## config.mk

```make
export PLATFORM = sky130hd
export DESIGN_NAME = cf_boot_seq
export DESIGN_NICKNAME = d
export VERILOG_FILES = /design/src/rtl/cfb_pkg.sv /design/src/rtl/cfb_cycle.sv /design/src/rtl/cfb_boot_fsm.sv /design/src/rtl/cfb_cpu_port.sv /design/src/rtl/cf_boot_seq.sv
export SDC_FILE = /design/constraint.sdc
export NUM_CORES = 1
export LEC_CHECK = 0
export BUFFER_PORTS_ARGS = -buffer_cell sky130_fd_sc_hd__buf_2
export CORE_MARGIN = 2
export CORE_UTILIZATION = 47
export CTS_CLUSTER_SIZE = 30
export DETAILED_ROUTE_END_ITERATION = 8
export HOLD_SLACK_MARGIN = 0.03
export PLACE_DENSITY_LB_ADDON = 0.05
export RECOVER_POWER = 50
export SETUP_SLACK_MARGIN = 0.5
export SYNTH_ARGS = -nofsm -noshare
export SYNTH_HDL_FRONTEND = slang
export SYNTH_SLANG_ARGS = --single-unit
```

## constraint.sdc

```tcl
create_clock -name clk -period 2 [get_ports clk]
set_clock_uncertainty 0.05 [all_clocks]
set_input_delay 0.4 -clock clk [delete_from_list [all_inputs] [get_ports clk]]
set_output_delay 0.4 -clock clk [all_outputs]
set_load 0.05 [all_outputs]
```

## src/rtl/cfb_pkg.sv

```systemverilog
package cfb_pkg;

   typedef enum logic [2:0] {
      TF_DATA  = 3'd0,
      TF_ERR   = 3'd1,
      TF_SCNT  = 3'd2,
      TF_SNUM  = 3'd3,
      TF_CYLL  = 3'd4,
      TF_CYLH  = 3'd5,
      TF_DRVH  = 3'd6,
      TF_STCMD = 3'd7
   } tf_sel_e;

   localparam int unsigned ST_BUSY_BIT  = 7;
   localparam int unsigned ST_READY_BIT = 6;
   localparam int unsigned ST_DREQ_BIT  = 3;
   localparam int unsigned BUS_W        = 16;

   typedef struct packed {
      logic             wr;
      tf_sel_e          sel;
      logic [BUS_W-1:0] wdata;
   } card_req_t;

endpackage

```

## src/rtl/cfb_cycle.sv

```systemverilog
module cfb_cycle
   import cfb_pkg::*;
#(
   parameter int unsigned STB_CLKS = 4
) (
   input  logic             clk,
   input  logic             rst_n,
   input  logic             clr,
   input  logic             start,
   input  card_req_t        req,
   input  logic [BUS_W-1:0] cf_din,
   output logic             busy,
   output logic             done,
   output logic [BUS_W-1:0] rdata,
   output logic [2:0]       cf_sel,
   output logic             cf_cs_n,
   output logic             cf_rd_n,
   output logic             cf_wr_n,
   output logic [BUS_W-1:0] cf_dout,
   output logic             cf_oe
);

   localparam int unsigned CNT_W = (STB_CLKS > 1) ? $clog2(STB_CLKS) : 1;
   localparam logic [CNT_W-1:0] CNT_LAST = CNT_W'(STB_CLKS - 1);

   if (STB_CLKS < 1) begin : g_bad_stb
      $error("cfb_cycle: STB_CLKS must be at least 1");
   end

   typedef enum logic [1:0] {PH_IDLE, PH_SETUP, PH_STB, PH_HOLD} phase_e;

   phase_e     ph_q;
   logic [CNT_W-1:0] cnt_q;
   card_req_t  req_q;

   always_ff @(posedge clk or negedge rst_n) begin
      if (!rst_n) begin
         ph_q  <= PH_IDLE;
         cnt_q <= '0;
         req_q <= '0;
         rdata <= '0;
         done  <= 1'b0;
      end else if (clr) begin
         ph_q  <= PH_IDLE;
         cnt_q <= '0;
         done  <= 1'b0;
      end else begin
         done <= 1'b0;
         unique case (ph_q)
            PH_IDLE: if (start) begin
               req_q <= req;
               ph_q  <= PH_SETUP;
            end
            PH_SETUP: begin
               cnt_q <= '0;
               ph_q  <= PH_STB;
            end
            PH_STB: begin
               if (cnt_q == CNT_LAST) begin
                  if (!req_q.wr) rdata <= cf_din;
                  ph_q <= PH_HOLD;
               end else begin
                  cnt_q <= cnt_q + 1'b1;
               end
            end
            PH_HOLD: begin
               done <= 1'b1;
               ph_q <= PH_IDLE;
            end
            default: ph_q <= PH_IDLE;
         endcase
      end
   end

   assign busy    = (ph_q != PH_IDLE);
   assign cf_sel  = req_q.sel;
   assign cf_cs_n = (ph_q == PH_IDLE);
   assign cf_rd_n = !((ph_q == PH_STB) && !req_q.wr);
   assign cf_wr_n = !((ph_q == PH_STB) &&  req_q.wr);
   assign cf_oe   = (ph_q != PH_IDLE) && req_q.wr;
   assign cf_dout = req_q.wdata;

endmodule

```

## src/rtl/cfb_boot_fsm.sv

```systemverilog
module cfb_boot_fsm
   import cfb_pkg::*;
#(
   parameter logic [7:0] SECT_COUNT = 8'h01,
   parameter logic [7:0] SECT_FIRST = 8'h01,
   parameter logic [7:0] READ_CMD   = 8'h20
) (
   input  logic             clk,
   input  logic             rst_n,
   input  logic             clr,
   input  logic             cyc_done,
   input  logic [BUS_W-1:0] cyc_rdata,
   output logic             start,
   output card_req_t        req,
   output logic             run
);

   localparam int unsigned NUM_WR = 6;
   localparam int unsigned IDX_W  = $clog2(NUM_WR);
   localparam logic [IDX_W-1:0] IDX_LAST = IDX_W'(NUM_WR - 1);

   typedef enum logic [2:0] {
      B_RDY_GO, B_RDY_WT, B_WR_GO, B_WR_WT, B_DRQ_GO, B_DRQ_WT, B_RUN
   } boot_e;

   boot_e st_q;
   logic [IDX_W-1:0] idx_q;

   function automatic card_req_t wr_step(input logic [IDX_W-1:0] i);
      card_req_t r;
      r.wr = 1'b1;
      unique case (i)
         IDX_W'(0): begin r.sel = TF_SCNT;  r.wdata = {8'h00, SECT_COUNT}; end
         IDX_W'(1): begin r.sel = TF_SNUM;  r.wdata = {8'h00, SECT_FIRST}; end
         IDX_W'(2): begin r.sel = TF_CYLL;  r.wdata = 16'h0000; end
         IDX_W'(3): begin r.sel = TF_CYLH;  r.wdata = 16'h0000; end
         IDX_W'(4): begin r.sel = TF_DRVH;  r.wdata = 16'h0000; end
         default:   begin r.sel = TF_STCMD; r.wdata = {8'h00, READ_CMD}; end
      endcase
      return r;
   endfunction

   logic card_ready, card_dreq;
   assign card_ready = !cyc_rdata[ST_BUSY_BIT] && cyc_rdata[ST_READY_BIT];
   assign card_dreq  = !cyc_rdata[ST_BUSY_BIT] && cyc_rdata[ST_DREQ_BIT];

   always_ff @(posedge clk or negedge rst_n) begin
      if (!rst_n) begin
         st_q  <= B_RDY_GO;
         idx_q <= '0;
      end else if (clr) begin
         st_q  <= B_RDY_GO;
         idx_q <= '0;
      end else begin
         unique case (st_q)
            B_RDY_GO: st_q <= B_RDY_WT;
            B_RDY_WT: if (cyc_done) begin
               idx_q <= '0;
               st_q  <= card_ready ? B_WR_GO : B_RDY_GO;
            end
            B_WR_GO:  st_q <= B_WR_WT;
            B_WR_WT:  if (cyc_done) begin
               if (idx_q == IDX_LAST) begin
                  st_q <= B_DRQ_GO;
               end else begin
                  idx_q <= idx_q + 1'b1;
                  st_q  <= B_WR_GO;
               end
            end
            B_DRQ_GO: st_q <= B_DRQ_WT;
            B_DRQ_WT: if (cyc_done) st_q <= card_dreq ? B_RUN : B_DRQ_GO;
            B_RUN:    st_q <= B_RUN;
            default:  st_q <= B_RDY_GO;
         endcase
      end
   end

   always_comb begin
      start = (st_q == B_RDY_GO) || (st_q == B_WR_GO) || (st_q == B_DRQ_GO);
      if ((st_q == B_WR_GO) || (st_q == B_WR_WT)) begin
         req = wr_step(idx_q);
      end else begin
         req.wr    = 1'b0;
         req.sel   = TF_STCMD;
         req.wdata = '0;
      end
   end

   assign run = (st_q == B_RUN);

endmodule

```

## src/rtl/cfb_cpu_port.sv

```systemverilog
module cfb_cpu_port
   import cfb_pkg::*;
#(
   parameter int unsigned ADDR_W    = 16,
   parameter int unsigned WIN_BYTES = 512,
   parameter logic [7:0]  IO_BASE   = 8'hC0,
   parameter logic [7:0]  CTRL_IO   = 8'hB0
) (
   input  logic              clk,
   input  logic              rst_n,
   input  logic              clr,
   input  logic              run,
   input  logic [ADDR_W-1:0] cpu_addr,
   input  logic              cpu_mem,
   input  logic              cpu_rd,
   input  logic              cpu_wr,
   input  logic [BUS_W-1:0]  cpu_wdata,
   input  logic              cyc_busy,
   input  logic              cyc_done,
   input  logic [BUS_W-1:0]  cyc_rdata,
   output logic              start,
   output card_req_t         req,
   output logic [BUS_W-1:0]  cpu_rdata,
   output logic              cpu_ack,
   output logic              mem_sel,
   output logic              remap
);

   localparam int unsigned WIN_LG = $clog2(WIN_BYTES);

   if (ADDR_W < 8) begin : g_bad_aw
      $error("cfb_cpu_port: ADDR_W must be at least 8");
   end
   if ((1 << WIN_LG) != WIN_BYTES) begin : g_bad_win
      $error("cfb_cpu_port: WIN_BYTES must be a power of two");
   end

   logic in_win;
   if (WIN_LG >= ADDR_W) begin : g_win_all
      assign in_win = 1'b1;
   end else begin : g_win_cmp
      assign in_win = (cpu_addr[ADDR_W-1:WIN_LG] == '0);
   end

   logic io_hit, ctrl_hit, armed_q, inflight_q, hit_card, hit_ctrl, win_rd;

   assign io_hit   = !cpu_mem && (cpu_addr[7:3] == IO_BASE[7:3]);
   assign ctrl_hit = !cpu_mem && (cpu_addr[7:0] == CTRL_IO);
   assign win_rd   = cpu_mem && cpu_rd && in_win && remap;

   assign hit_card = run && armed_q && !inflight_q && !cyc_busy &&
                     (win_rd || (io_hit && (cpu_rd || cpu_wr)));
   assign hit_ctrl = run && armed_q && !inflight_q && ctrl_hit && cpu_wr;

   always_ff @(posedge clk or negedge rst_n) begin
      if (!rst_n) begin
         remap      <= 1'b1;
         armed_q    <= 1'b0;
         inflight_q <= 1'b0;
         cpu_ack    <= 1'b0;
         cpu_rdata  <= '0;
      end else if (clr) begin
         remap      <= 1'b1;
         armed_q    <= 1'b0;
         inflight_q <= 1'b0;
         cpu_ack    <= 1'b0;
      end else begin
         cpu_ack <= 1'b0;
         if (!(cpu_rd || cpu_wr)) armed_q <= 1'b1;
         if (hit_card) begin
            inflight_q <= 1'b1;
            armed_q    <= 1'b0;
         end
         if (inflight_q && cyc_done) begin
            inflight_q <= 1'b0;
            cpu_ack    <= 1'b1;
            cpu_rdata  <= cyc_rdata;
         end
         if (hit_ctrl) begin
            remap   <= cpu_wdata[0];
            armed_q <= 1'b0;
            cpu_ack <= 1'b1;
         end
      end
   end

   always_comb begin
      start     = hit_card;
      req.wr    = cpu_wr && !cpu_mem;
      req.sel   = cpu_mem ? TF_DATA : tf_sel_e'(cpu_addr[2:0]);
      req.wdata = cpu_wdata;
   end

   assign mem_sel = run && cpu_mem && (cpu_rd || cpu_wr) && !win_rd;

endmodule

```

## src/rtl/cf_boot_seq.sv

```systemverilog
module cf_boot_seq
   import cfb_pkg::*;
#(
   parameter int unsigned ADDR_W     = 16,
   parameter int unsigned WIN_BYTES  = 512,
   parameter int unsigned STB_CLKS   = 4,
   parameter logic [7:0]  IO_BASE    = 8'hC0,
   parameter logic [7:0]  CTRL_IO    = 8'hB0,
   parameter logic [7:0]  SECT_COUNT = 8'h01,
   parameter logic [7:0]  SECT_FIRST = 8'h01,
   parameter logic [7:0]  READ_CMD   = 8'h20
) (
   input  logic              clk,
   input  logic              rst_n,
   input  logic              btn_press,
   output logic              cpu_rst_n,
   input  logic [ADDR_W-1:0] cpu_addr,
   input  logic              cpu_mem,
   input  logic              cpu_rd,
   input  logic              cpu_wr,
   input  logic [15:0]       cpu_wdata,
   output logic [15:0]       cpu_rdata,
   output logic              cpu_ack,
   output logic              mem_sel,
   output logic [2:0]        cf_sel,
   output logic              cf_cs_n,
   output logic              cf_rd_n,
   output logic              cf_wr_n,
   output logic [15:0]       cf_dout,
   output logic              cf_oe,
   input  logic [15:0]       cf_din
);

   logic      boot_run, boot_start, cpu_start, cyc_start, cyc_busy, cyc_done;
   logic      remap_en;
   card_req_t boot_req, cpu_req, cyc_req;
   logic [BUS_W-1:0] cyc_rdata;

   cfb_boot_fsm #(
      .SECT_COUNT(SECT_COUNT), .SECT_FIRST(SECT_FIRST), .READ_CMD(READ_CMD)
   ) u_boot (
      .clk(clk), .rst_n(rst_n), .clr(btn_press),
      .cyc_done(cyc_done), .cyc_rdata(cyc_rdata),
      .start(boot_start), .req(boot_req), .run(boot_run)
   );

   cfb_cpu_port #(
      .ADDR_W(ADDR_W), .WIN_BYTES(WIN_BYTES), .IO_BASE(IO_BASE), .CTRL_IO(CTRL_IO)
   ) u_cpu (
      .clk(clk), .rst_n(rst_n), .clr(btn_press), .run(boot_run),
      .cpu_addr(cpu_addr), .cpu_mem(cpu_mem), .cpu_rd(cpu_rd), .cpu_wr(cpu_wr),
      .cpu_wdata(cpu_wdata), .cyc_busy(cyc_busy), .cyc_done(cyc_done),
      .cyc_rdata(cyc_rdata), .start(cpu_start), .req(cpu_req),
      .cpu_rdata(cpu_rdata), .cpu_ack(cpu_ack), .mem_sel(mem_sel), .remap(remap_en)
   );

   assign cyc_start = boot_run ? cpu_start : boot_start;
   assign cyc_req   = boot_run ? cpu_req   : boot_req;

   cfb_cycle #(.STB_CLKS(STB_CLKS)) u_cyc (
      .clk(clk), .rst_n(rst_n), .clr(btn_press),
      .start(cyc_start), .req(cyc_req), .cf_din(cf_din),
      .busy(cyc_busy), .done(cyc_done), .rdata(cyc_rdata),
      .cf_sel(cf_sel), .cf_cs_n(cf_cs_n), .cf_rd_n(cf_rd_n), .cf_wr_n(cf_wr_n),
      .cf_dout(cf_dout), .cf_oe(cf_oe)
   );

   assign cpu_rst_n = boot_run;

endmodule

```

# --- After elaboration in Yosys (flattened, before gate mapping) ---
# Cells that the tools add are included.
# Widths: inputs -> output; s select.
classes:
  n_addsub: 2
  eq_ne: 25
  muxes: 39
  bitwise_logic: 2
  n_reduce_logical: 51
ops:
  columns: ["op", "n"]
  rows:
  - ["$pmux 19 s5", 1]
  - ["$mux 20", 2]
  - ["$mux 3", 10]
  - ["$logic_and 1x1->1", 22]
  - ["$pmux 3 s7", 1]
  - ["$eq 3x3->1 const B", 5]
  - ["$mux 1", 15]
  - ["$ne 3x2->1 const B", 5]
  - ["$mux 2", 7]
  - ["$eq 3x2->1 const B", 4]
  - ["$reduce_bool 3->1", 3]
  - ["$eq 8x8->1 const B", 1]
  - ["$logic_not 1->1", 8]
  - ["$pmux 2 s4", 1]
  - ["$reduce_and 4->1", 2]
  - ["$logic_not 7->1", 1]
  - ["$eq 2x2->1 const B", 3]
  - ["$eq 3x1->1 const B", 2]
  - ["$logic_not 3->1", 2]
  - ["$ne 3x3->1 const B", 2]
  - ["$pmux 3 s2", 1]
  - ["$reduce_and 2->1", 3]
  - ["$reduce_and 3->1", 2]
  - ["$eq 5x5->1 const B", 1]
  - ["9 further kinds", 15]
totals:
  ff_bits: 67
  input_bits: 54
  output_inout_bits: 42
  elab_cells: 133

# --- Logic depth before layout (Yosys ltp) ---
logic_depth:
  word_depth: 9
  mapped_depth: 8
  depth_no_buf: 7

# --- By module ---
# Synthesis repeated with hierarchy kept, for this count alone.
unflattened:
  cells_unflattened: 310
  hier_area_um2: 3906.2
by_module_without_submodules:
  columns: ["module", "n_inst", "cells_each", "area_per_inst_um2"]
  rows:
  - ["cfb_cycle", 1, 134, 1963.1]
  - ["cfb_cpu_port", 1, 83, 1027.2]
  - ["cfb_boot_fsm", 1, 70, 581.8]
  - ["cf_boot_seq", 1, 23, 334.1]

# --- Least setup slack after synthesis ---
# OpenSTA, ideal clock, no wires.
synth_timing:
  kind: "flip-flop to output port"
  startpoint: "register u_boot.st_q[1]"
  endpoint: "output port mem_sel"
  arrival_ns: 2.517
  required_time_ns: 1.550
  path_slack_ns: -0.967
  stages_incl_launch_ff: 6
  path_buffers: 2
  path_cell_list: "dfrtp_1 buf_2 nand2_1 nor2_1 clkbuf_1 nor4bb_1"
synth_between:
  elab_chain_len: 4
synth_rtl:
  columns: ["element", "line_no", "source"]
  rows:
  - ["from (decl)", "cfb_boot_fsm.sv:26", "boot_e st_q;"]
  - ["from (signal assigned)", "cfb_boot_fsm.sv:59", "st_q <= card_ready ? B_WR_GO : B_RDY_GO;"]
  - ["from (signal assigned)", "cfb_boot_fsm.sv:71", "B_DRQ_WT: if (cyc_done) st_q <= card_dreq ? B_RUN : B_DRQ_GO;"]
  - ["$eq 3x3->1", "cfb_boot_fsm.sv:89", "assign run = (st_q == B_RUN);"]
  - ["$logic_and 1x1->1 (3 in a row)", "cfb_cpu_port.sv:94", "assign mem_sel = run && cpu_mem && (cpu_rd || cpu_wr) && !win_rd;"]
  - ["to (decl)", "cf_boot_seq.sv:24", "output logic mem_sel,"]
# No other way between the ends.

# --- Worst setup path in the final report ---
layout_timing:
  startpoint: "register u_cpu.remap"
  endpoint: "output port mem_sel"
layout_between:
  elab_chain_len: 3
layout_rtl:
  columns: ["element", "line_no", "source"]
  rows:
  - ["from (decl)", "cfb_cpu_port.sv:26", "output logic remap"]
  - ["from (signal assigned)", "cfb_cpu_port.sv:80", "remap <= cpu_wdata[0];"]
  - ["$logic_and 1x1->1", "cfb_cpu_port.sv:49", "assign win_rd = cpu_mem && cpu_rd && in_win && remap;"]
  - ["$logic_not 1->1", "cfb_cpu_port.sv:94", null]
  - ["$logic_and 1x1->1", "cfb_cpu_port.sv:94", null]
# No other way between the ends.

==> flow_summary.yaml <==
status:
  result_of_the_run: "complete, no violations"
timing:
  timing.final.max_slew_violations: 0
  worst_slew_pin_slew_ns: 1.48
  setup_viol: 0
  post-route-min-period_ns: 1.87
  final.setup.worst_slack_ns: 0.130
  setup_repair_after_global_routing_missed_its_margin: "true"
  max_freq_ghz: 0.535
  fin_crit_sh_pct: 93.5
  hold_slack_ns: 0.244
  finalHoldViolCount: 0
  worst_max_slew_margin_expressed_relative_to_the_limit_pct: 1.20
synth:
  synth_seq_area_share_pct: 50.5
  synth.ff_latch_count: 67
  synth-edff-count: 0
  synth_top_area_cell: "sky130_fd_sc_hd__dfrtp_1"
  synth.distinct_cells: 46
  yosys_warnings: 0
  postSynth.asyncResetShare_pct: 100
  synth_top_flop_cell: "sky130_fd_sc_hd__dfrtp_1"
  netlist_area_um2: 3320
  post_synth_main_area_contributors: "sky130_fd_sc_hd__dfrtp_1, sky130_fd_sc_hd__mux2_2, sky130_fd_sc_hd__o2bb2ai_1"
  synth_largest_type_area_fraction_pct: 49.7
  synthCells: 282
  synth.net_count: 347
  syn_avg_cell_area_um2: 11.8
die:
  die_w_um: 88.1
  io_pins: 96
  placeableCoreArea_um2: 6830
  initial_core_util_pct: 48.6
  dieArea_um2: 7750
  num_rows: 30
  die_height_um: 88.1
pwr:
  net-switching-power_w: 0.00125
  static-leakage-power_nw: 2.28
  comb_power_share_pct: 29.9
  internal_power_w: 0.00283
  powerDensity_nw_per_um2: 875
  seq_power_share_pct: 36.7
  switching_share_pct: 30.6
  power.ir.vdd_worst_uv: 559
  p_clk_share_pct: 33.4
critical_path:
  worst_r2r_path_depth: 5
  critical_path_buf_inv_count: 1
  timing.critical_path.fanout_max: 2
  cp-end-kind: "output port"
  startpoint_type: "flop"
  reg_to_reg_startpoint: "u_cpu.remap$_DFFE_PN1P_"
  critPathMaxStageDelay_ns: 0.39
  crit_chain: "and4b_2 > nor4bb_4 > buf_6"
  critPathKind: "flop to output port"
  worst_path_max_delay_cell: "sky130_fd_sc_hd__dfstp_2"
  path_delay_family: "simple AND/OR/NAND/NOR gates"
  critical_path.startpoint: "u_cpu.remap$_DFFE_PN1P_"
  required_time_of_the_critical_path_ns: 1.55
  reg2reg_to: "u_cpu.armed_q$_DFFE_PN0P_"
  arrival_time_worst_endpoint_ns: 1.42
  r2r_slack_ns: 0.18
finish:
  final_cell_count_no_fill: 493
  fin_nets: 457
  fillCellCount: 546
  post_route_cells_drive_above_1_share_pct: 54.9
  antennaDiodeCount: 0
  flow.area_growth_from_synthesis_pct: 40.4
  post-route-cell-area_um2: 4660
clock_tree:
  cts_tree: "done"
  clock_tree.htree_level_count: 3
  clkSlewWorstSetupHoldPaths_ns: 0.08
  cts.sinks: 67
  clk_latency_worst_skew_pair_ns: 0.34
  clk_root_buffer_cell: "sky130_fd_sc_hd__clkbuf_8"
  clock_path_buffers: 2
  numCtsBuffers: 9
drt:
  final_antenna_net_count: 0
  totalWireLength_um: 7860
  post_drt_via_cell_ratio: 5.16
  routedWlPerCell_um: 15.9
  drt-pass1-iter-count: 4
  drt_first_iter_violations: 84
  routed-via-count: 2545
  route.detailed.drc: 0
worst_hold_path:
  end_of_the_worst_hold_path: "u_cyc.rdata[14]$_DFFE_PN0P_"
  holdCritPathClass: "primary input to flop"
  number_of_cells_on_the_worst_hold_path: 2
  worst_hold_startpoint: "cf_din[14]"
placement:
  hpwl_um: 5040
  globalplace.congestion: 0.821
  instance_count_after_placement_with_tap_cells_included: 454
  pre_cts_slack_ns: -0.116
  numPortBuffers: 94
  dpl-instance-area_um2: 3970
grt:
  number_of_global_route_vias_before_repair: 2340
  initial_antenna_violation_count: 0
  grt_pass1_wl_um: 11700
  total_routing_resource_utilization_after_global_routing_pct: 19.7
  global_route.overflow_total: 0
  grt_max_degree: 68
run:
  drv_cap: 0
## synthesized netlist by cell type, types with 2 or more instances
cell and n:
sky130_fd_sc_hd__dfrtp_1 66, sky130_fd_sc_hd__mux2_2 34, sky130_fd_sc_hd__buf_4 19, sky130_fd_sc_hd__nand3_1 18, sky130_fd_sc_hd__o2bb2ai_1 17, sky130_fd_sc_hd__nand2_1 13
sky130_fd_sc_hd__nor2_1 13, sky130_fd_sc_hd__ha_1 11, sky130_fd_sc_hd__nand2b_1 10, sky130_fd_sc_hd__clkbuf_1 8, sky130_fd_sc_hd__inv_1 8, sky130_fd_sc_hd__o21ai_0 8
sky130_fd_sc_hd__nor3_1 5, sky130_fd_sc_hd__a22oi_1 4, sky130_fd_sc_hd__nor2b_1 4, sky130_fd_sc_hd__a211oi_1 3, sky130_fd_sc_hd__mux2i_1 3, sky130_fd_sc_hd__o31ai_1 3
sky130_fd_sc_hd__a21oi_1 2, sky130_fd_sc_hd__and3_1 2, sky130_fd_sc_hd__buf_2 2, sky130_fd_sc_hd__buf_6 2, sky130_fd_sc_hd__mux2_4 2, sky130_fd_sc_hd__nor3_4 2
sky130_fd_sc_hd__nor4bb_1 2
## timing repair
action / in CTS / in global routing
hold buffers: 0 / 0
endpoints found under the setup margin: 52 / 53
gates cloned: 1 / 4
buffers inserted: 11 / 7
gates resized for setup: 34 / 29
pin swaps: 5 / 10
## cells by family (layout without fill, tap and decap cells)
family	count (synthesis)	count (layout)	synth area share [%]
AOI/OAI and AO/OA	43	43	10.1
DFF	67	67	50.5
muxes	39	39	13.3
buffers and inverters	39	154	7.08
adders and majority gates	11	11	4.14
and+or+nand+nor	83	83	14.8
## how the worst max path moves through the flow
stage                                         to  slack, ns  depth (start not counted)
finish                                   mem_sel       0.13                          3
global placement       u_cpu.armed_q$_DFFE_PN0P_      -0.11                          6
CTS                                      mem_sel       0.11                          3
floorplan           u_cyc.cf_dout[5]$_DFFE_PN0P_       0.05                          6
detailed placement     u_cpu.armed_q$_DFFE_PN0P_      -0.12                          6
global route         u_boot.idx_q[0]$_DFFE_PN0P_       0.04                          2
## per-stage QoR
stage          TNS [ns]  util [%]  power [W]
2_1_floorplan         0         -    0.00217
3_3_place_gp     -0.148      58.1    0.00235
3_5_place_dp     -0.174      58.1    0.00236
4_1_cts               0      64.5    0.00384
5_1_grt               0      68.2    0.00426
6_report              0      68.2    0.00408
## cell usage in the layout, fill, tap and decap left out, types with 3 or more instances in the layout
cell type,count
sky130_fd_sc_hd__inv_1,6
sky130_fd_sc_hd__dfrtp_2,3
sky130_fd_sc_hd__buf_6,12
sky130_fd_sc_hd__nand2b_1,7
sky130_fd_sc_hd__o31ai_1,3
sky130_fd_sc_hd__mux2_4,18
sky130_fd_sc_hd__nand2b_4,3
sky130_fd_sc_hd__ha_1,8
sky130_fd_sc_hd__buf_2,87
sky130_fd_sc_hd__bufinv_16,3
sky130_fd_sc_hd__mux2i_1,3
sky130_fd_sc_hd__o2bb2ai_4,6
sky130_fd_sc_hd__o21ai_1,3
sky130_fd_sc_hd__o2bb2ai_1,10
sky130_fd_sc_hd__nand3_1,18
sky130_fd_sc_hd__mux2_2,18
sky130_fd_sc_hd__nand2_1,11
sky130_fd_sc_hd__nor3_1,5
sky130_fd_sc_hd__a22oi_1,4
sky130_fd_sc_hd__nor3_4,3
sky130_fd_sc_hd__dfrtp_1,63
sky130_fd_sc_hd__ha_4,3
sky130_fd_sc_hd__buf_8,4
sky130_fd_sc_hd__nor2_1,11
sky130_fd_sc_hd__o21ai_0,4
sky130_fd_sc_hd__buf_4,17
sky130_fd_sc_hd__clkbuf_1,6
sky130_fd_sc_hd__clkbuf_8,9
## layer usage
| metal | wire length, µm | track usage [%] | up-vias |
|---|---|---|---|
| met5 | 0 | 0 | - |
| met4 | 140 | 6.47 | 0 |
| met3 | 506 | 5.47 | 12 |
| met2 | 3750 | 31.1 | 89 |
| met1 | 3460 | 26.6 | 1218 |
| li1 | - | - | 1226 |
## flip-flops by register name, indices dropped and copies added, names as in the netlist
name / flops
u_cpu.cpu_rdata: 16
u_cyc.cf_dout: 16
u_cyc.rdata: 16
u_boot.idx_q: 3
u_boot.st_q: 3
u_cyc.cf_sel: 3
u_cyc.cnt_q: 2
u_cyc.ph_q: 2
u_cpu.armed_q: 1
u_cpu.cpu_ack: 1
u_cpu.inflight_q: 1
u_cpu.remap: 1
u_cyc.done: 1
u_cyc.req_q: 1
## power groups by stage
stage                     Combinational, W  Sequential [W]  Clock [W]
after global routing               0.00130         0.00151    0.00145
after detailed placement          0.000845         0.00152          0
after global placement            0.000841         0.00151          0
final                              0.00122         0.00150    0.00136
after floorplan                   0.000674         0.00150          0
after CTS                         0.000969         0.00149    0.00138
## layout make-up
cell class,instances,area [µm²],area share (%)
timing repair buffer,130,862,18.5
multi-input combinational,176,1730,37.1
clock inverter,6,113,2.42
clock buffer,10,128,2.74
inverter,8,30.0,0.644
tap,96,120,2.58
sequential,67,1680,36.1
(Power assumes the default switching activity.)
